===== src/rtl/coded_clk_div.sv =====
`timescale 1ns/1ps
module coded_clk_div #(
  parameter int CW = 7
) (
  input  logic          clk_i,
  input  logic          rst_ni,
  input  logic [CW-1:0] code_i,
  input  logic          dis_i,
  output logic          q_o,
  output logic          qn_o
);

  logic [CW-1:0] ratio_dec, div_q, cnt_q, div_nxt, cnt_nxt, half_w;
  logic          pos_q, neg_q, pos_nxt, term, core;

  always_comb begin
    if (code_i < CW'(3))      ratio_dec = CW'(2);
    else if (code_i < CW'(6)) ratio_dec = code_i;
    else                      ratio_dec = {code_i[CW-1:1], 1'b0};
  end

  assign term   = (cnt_q == div_q - 1'b1);
  assign half_w = (div_q + 1'b1) >> 1;

  always_comb begin
    if (dis_i) begin
      div_nxt = ratio_dec;
      cnt_nxt = ratio_dec - 1'b1;
      pos_nxt = 1'b0;
    end else if (term) begin
      div_nxt = ratio_dec;
      cnt_nxt = '0;
      pos_nxt = 1'b1;
    end else begin
      div_nxt = div_q;
      cnt_nxt = cnt_q + 1'b1;
      pos_nxt = (cnt_q + 1'b1) < half_w;
    end
  end

  always_ff @(posedge clk_i or negedge rst_ni) begin
    if (!rst_ni) begin
      div_q <= CW'(2);
      cnt_q <= CW'(1);
      pos_q <= 1'b0;
    end else begin
      div_q <= div_nxt;
      cnt_q <= cnt_nxt;
      pos_q <= pos_nxt;
    end
  end

  always_ff @(negedge clk_i or negedge rst_ni) begin
    if (!rst_ni) neg_q <= 1'b0;
    else         neg_q <= pos_q;
  end

  assign core = div_q[0] ? (pos_q & neg_q) : pos_q;
  assign q_o  = core & ~dis_i;
  assign qn_o = ~q_o;

  AST_CNT_RANGE: assert property (@(posedge clk_i) disable iff (!rst_ni)
    cnt_q < div_q);
  AST_DIV_LEGAL: assert property (@(posedge clk_i) disable iff (!rst_ni)
    (div_q >= CW'(2)) && (!div_q[0] || div_q == CW'(3) || div_q == CW'(5)));
  AST_RATIO_HOLD: assert property (@(posedge clk_i) disable iff (!rst_ni)
    (!term && !dis_i) |=> $stable(div_q));
  AST_RISE_AT_ZERO: assert property (@(posedge clk_i) disable iff (!rst_ni)
    $rose(pos_q) |-> (cnt_q == '0));

endmodule


===== config.mk =====
export PLATFORM = sky130hd
export DESIGN_NAME = coded_clk_div
export DESIGN_NICKNAME = d
export VERILOG_FILES = /design/src/rtl/coded_clk_div.sv
export SDC_FILE = /design/constraint.sdc
export NUM_CORES = 1
export LEC_CHECK = 0
export BUFFER_PORTS_ARGS = -buffer_cell sky130_fd_sc_hd__buf_2
export CAP_MARGIN = 20
export CORE_UTILIZATION = 40
export CTS_BUF_LIST = sky130_fd_sc_hd__clkbuf_4
export CTS_CLUSTER_DIAMETER = 100
export DETAILED_ROUTE_END_ITERATION = 8
export HOLD_SLACK_MARGIN = 0.03
export SLEW_MARGIN = 20
export SYNTH_ARGS = -nofsm -noshare
export SYNTH_HDL_FRONTEND = slang
export SYNTH_SLANG_ARGS = --single-unit

===== constraint.sdc =====
create_clock -name clk_i -period 2.2 [get_ports clk_i]
set_input_delay 0.33 -clock clk_i [delete_from_list [all_inputs] [get_ports clk_i]]
set_output_delay 0.33 -clock clk_i [all_outputs]
set_load 0.05 [all_outputs]

==> reports/qor.csv, run 1 <==
metric,value,unit
grt-ovfl-total,0,
cts_sinks,16,
dieWidth,59.4,um
violations,negative setup slack,
syn_inst,126,
r2r_start,div_q[1],
clockBufferDepth,2,
die_area,3520,sq um
setup_viol,7,
p_per_area,655,nW/um^2
cp.required,1.87,ns
crit_path_start,neg_q,
max-vdd-ir-drop,0.332,mV
synth_area,1320,sq um
cp_max_fo,2,
layout_setup_ws,-0.349,ns
synth_edf_count,0,
htreeDepth,1,
yosysTopAreaCell,dfrtp_1,
drv_cap,0,
num_rows,20,
postRouteAntennaNets,0,
synth_seq_cells,16,
crit_end,q_o,
final_util,50.9,%
drive_gt1_share,37.7,%
synth_most_common_cell,xnor2_1,
avgSynthCellArea,10.4,sq um
n_fill_cell,294,
num_io_pins,12,
cts_buffers,3,
ys_warn_count,0,
wire_per_inst,15.1,um
skew,0.00158,ns
synth_common_cells,"xnor2_1, dfrtp_1, nand3_1",
setup.worst_path.class,flop to primary output,
insertedDiodeCount,0,
avgViaCountPerCell,5.26,
place_hpwl,2230,um
netlist.area_leader.share,24.7,%
fin_setup_tns,-0.770,ns
synth_ff_type,dfrtp_1,
use_met3,1.97,%
coreArea,3080,sq um
max_slew_margin,70.6,%
yosysSeqAreaShare,30.6,%
synth_nets,145,
hp-class,input pin to flop,
tightestPinTransition,0.438,ns
first_global_vias,1005,
critPathSlowestCell,dfrtn_1,
cp_slowest_stage_delay,0.39,ns
clkTransAtPathRegs,0.09,ns
layout.nets,166,
vias,1000,
root_buffer,clkbuf_4,
outcome,"complete, but fails checks",
first_pass_iters,4,
drc,0,
cp-start-kind,flop,
post-place-ws,-0.128,ns
cts_tree,yes,
r2r_cells,6,
routed_wl,2870,um
rsz0062_at_grt,yes,
grt_pass1_wl,4840,um
arrival,2.22,ns
r2r_slack,-0.02,ns
grt_use_total,18.8,%
drt-initial-drc-count,5,
initial_core_util,42.8,%
worstSetupEndpointType,primary output,
place.port_buffers,11,
antenna_found_initial,0,
grt_start_max_net_pins,16,
use_met1,25.5,%
die_h,59.4,um
maxSlewViolCount,0,
insertion_delay,0.29,ns
yosysUniqueCellTypes,37,
leakage,0.648,nW
grt_util_met2,31.3,%
post_synth_main_area_contributors,"dfrtp_1, xnor2_1, ha_1, mux2_4, xor2_1",
final_hold_viol_count,0,
ff_latch_area,404,sq um
power,1.03,mW
routabilityCongestion,0.764,
top_usage_layer,met2,
path_cells,"nand2b_4, nand3_4, clkinvlp_4, buf_8",
async_reset_ff_share,100,%
r2r-end,div_q[5],
multiInputGateArea,896,sq um
area_growth,18.9,%
[final cells by class]
type	instances	area share, %
Multi-Input combinational cell	98	57.2
Sequential cell	16	25.8
Timing Repair Buffer	23	10.1
Tap cell	44	3.52
Clock buffer	4	1.92
Inverter	5	1.44
[power by group]
group          switching [mW]  internal [mW]  leakage, nW  total, mW
clock network          0.0948         0.0828       0.0184      0.178
logic                   0.228          0.224        0.438      0.451
registers              0.0578          0.338        0.191      0.396
total                   0.380          0.645        0.648       1.03
[per-layer routing]
| layer | wire length (um) | vias up |
|---|---|---|
| met2 | 1440 | 7 |
| met4 | 39 | 0 |
| met1 | 1360 | 494 |
| met3 | 36 | 4 |
| li1 | - | 495 |
| met5 | 0 | - |
[stage by stage]
step	area [sq um]	hold WS [ns]	cells
finish	1570	0.317	190
global route	1570	0.315	190
CTS	1510	0.311	187
detailed placement	1460	0.343	182
global placement	1460	0.344	182
floorplan	1340	0.0344	126
[layout by cell type, fill, tap and decap left out, types with 2 or more instances in the layout]
cell type and instances:
a21o_1 2, a21oi_1 6, a22o_1 2, a31o_2 6, and3_1 2, buf_2 10
buf_4 11, clkbuf_4 4, dfrtp_1 12, dfstp_2 2, ha_1 8, inv_1 3
mux2_4 5, mux2i_1 2, nand2_1 2, nand3_1 9, nor2_1 8, nor2b_1 2
nor3b_1 2, or4_1 2, xnor2_1 14, xor2_1 8
[what timing repair did]
| action | 4_1_cts | 5_1_grt |
|---|---|---|
| gates cloned | 0 | 0 |
| buffers inserted | 0 | 3 |
| endpoints found under the setup margin | 2 | 13 |
| pin swaps | 0 | 2 |
| hold endpoints to repair | 13 | 0 |
| resized for setup | 3 | 6 |
| hold buffers | 1 | 0 |
[cells by family (layout without fill, tap and decap cells)]
kind of cell,after synthesis,in the layout,synth area share (%)
multiplexers,7,7,7.22
adder cells (fa/ha/maj),9,9,8.56
AND/OR/NAND/NOR,37,37,16.9
XOR/XNOR,22,22,14.6
flip-flops,16,16,30.6
AO/OA/AOI/OAI,23,23,16.9
buffers and inverters,12,32,5.13
[flip-flops by register name, indices dropped and copies added, names as in the netlist]
name and flops:
cnt_q 7, neg_q 1, pos_q 1, div_q 7
[worst min path at each step]
stage | start | endpoint | slack [ns] | depth (start not counted)
floorplan | rst_ni | cnt_q[1] | 0.03 | 0
global placement | rst_ni | div_q[6] | 0.34 | 2
detailed placement | rst_ni | div_q[6] | 0.34 | 2
CTS | dis_i | pos_q | 0.31 | 2
global route | code_i[6] | div_q[6] | 0.32 | 2
finish | dis_i | pos_q | 0.32 | 2
[worst max-delay path: cells and delay by family (launching register included)]
kind                   cells  cell delay [ns]
AND/OR/NAND/NOR            2             0.20
buffers and inverters      2             0.24
flip-flops                 1             0.39
No activity file was read; power rests on OpenSTA's default activity.
==> run 2: changes to the inputs <==
- ABC_AREA: not set -> 1
==> run 2 against run 1 <==
The flow finishes with violations (design-rule violations, negative setup slack); register-to-register slack better by 0.21 ns; first-iteration DRC count rose to 5.4 times the previous value; via count up 25%; critical path type unchanged; worst setup slack better by 0.040 ns; total power down 15%; non-clock buffer count down 9; count of clock-buffer cells in the layout down 1; clock skew up 0.012 ns; die area up 6.3%; global-route usage down 0.46 points; sequential share of layout area up 0.21 points; design area down 1.1%.
==> reports/qor.csv, run 2 <==
metric,value,unit
max_slew_margin,76.5,%
antenna_found_initial,0,
cts_tree,yes,
cts_sinks,16,
path_buf_inv,1,
hp-class,input pin to flop,
synth_common_cells,"nand2_1, inv_1, nand3_1",
synth_ff_type,dfrtp_1,
layout_setup_ws,-0.309,ns
worstSetupEndpointType,primary output,
postRouteAntennaNets,0,
use_met1,24.7,%
p_per_area,561,nW/um^2
place_area,1500,sq um
num_io_pins,12,
grt-ovfl-total,0,
cp.required,1.87,ns
synth_most_common_cell,nand2_1,
max-vdd-ir-drop,0.260,mV
leakage,0.880,nW
final_area,1550,sq um
drc,1,
clockBufferDepth,2,
area_growth,10.3,%
dieWidth,61.2,um
use_met3,1.26,%
mostFrequentLayoutCells,"nand2_1, inv_1, nand3_1, dfrtp_1",
layout.nets,247,
cp_max_fo,2,
final_common_cell,nand2_1,
largestRegisters,"cnt_q: 7 flops, div_q: 7 flops",
avgViaCountPerCell,4.59,
cp_top_family,flip-flops,
netlist.area_leader.share,23.2,%
n_fill_cell,401,
drive_gt1_share,12.8,%
insertion_delay,0.29,ns
synth_edf_count,0,
place.port_buffers,11,
root_buffer,clkbuf_4,
post_synth_main_area_contributors,"dfrtp_1, nand2_1, nand3_1, inv_1, ha_1",
yosysTopAreaCell,dfrtp_1,
die_h,61.2,um
cp-start-kind,flop,
grt_use_total,18.4,%
grt_util_met2,30.9,%
insertedDiodeCount,0,
rsz0062_at_grt,yes,
first_pass_iters,6,
tightestPinTransition,0.349,ns
die_area,3750,sq um
clkTransAtPathRegs,0.08,ns
routabilityCongestion,0.860,
setup.worst_path.class,flop to primary output,
drv_cap,0,
ys_warn_count,0,
path_cells,"nor2_2, nor3_4, buf_4",
htreeDepth,1,
wire_per_inst,10.6,um
critPathSlowestCell,dfrtn_1,
setup_viol,2,
violations,"design-rule violations, negative setup slack",
arrival,2.18,ns
cts_buffers,3,
syn_inst,214,
post-place-ws,-0.0725,ns
place_hpwl,2360,um
top_usage_layer,met2,
coreArea,3340,sq um
drt-initial-drc-count,27,
multiInputGateArea,841,sq um
grt_start_max_net_pins,18,
maxSlewViolCount,0,
skew,0.0133,ns
routed_wl,2890,um
outcome,"complete, but fails checks",
cp_slowest_stage_delay,0.40,ns
whs,0.256,ns
avgSynthCellArea,6.55,sq um
num_rows,21,
synth_nets,233,
post_cts_buffers,0,
power,868,uW
final_hold_viol_count,0,
initial_core_util,42.0,%
fin_setup_tns,-0.614,ns
vias,1252,
synth_seq_cells,16,
async_reset_ff_share,100,%
synth_area,1400,sq um
yosysSeqAreaShare,28.7,%
ff_latch_area,403,sq um
grt_pass1_wl,4980,um
first_global_vias,1136,
yosysUniqueCellTypes,26,
==> run 2: worst min-delay path, stage by stage <==
cell and delay (ns):
buf_2 0.08, nand2_1 0.04, nand2_1 0.04
==> run 2: what timing repair did <==
item / CTS / global route
hold endpoints to repair: 6 / 0
pin swaps: 0 / 0
hold buffers: 1 / 0
endpoints found under the setup margin: 2 / 2
resized for setup: 3 / 1
==> run 2: stage by stage <==
step                std cells  util [%]
finish                    273      46.4
global route              273      46.4
CTS                       273      46.3
detailed placement        268      45.0
global placement          268      45.0
floorplan                 214         -
==> run 2: kinds of logic (layout without fill, tap and decap cells) <==
logic type / count (synthesis) / count (layout) / share of synthesized area, %
AND/OR/NAND/NOR: 126 / 126 / 39.3
buffers and inverters: 40 / 53 / 12.3
flip-flops: 16 / 16 / 28.7
AO/OA/AOI/OAI: 12 / 12 / 4.82
XOR/XNOR: 11 / 11 / 6.87
adder cells (fa/ha/maj): 9 / 9 / 8.03
==> run 2: final timing paths <==
path	from	endpoint	slack [ns]	cells past startpoint
setup / recovery	neg_q	q_o	-0.31	3
hold / removal	code_i[6]	div_q[6]	0.26	3
setup reg to reg	div_q[1]	div_q[3]	0.19	12
hold reg to reg	div_q[1]	div_q[1]	0.54	2
max in group asynchronous	rst_ni	neg_q	0.72	2
min in group asynchronous	rst_ni	cnt_q[1]	0.56	3
==> run 2: power breakdown <==
group          leakage [nW]  switching [mW]  internal (mW)
clock network        0.0154          0.0881         0.0658
registers             0.195          0.0456          0.333
logic                 0.670           0.201          0.135
==> run 2: final cells by class <==
class	instances	area share, %
clock inverter	1	0.243
timing repair buffer	14	5.74
clock buffer	3	1.46
sequential	16	26.0
multi-input combinational	158	54.3
inverter	35	8.49
tap	46	3.72
==> run 2: layer usage <==
layer	wire, um	part of all wire, %
met5	0	0
met1	1430	50
met2	1380	48
met3	79	2.7
met4	0	0
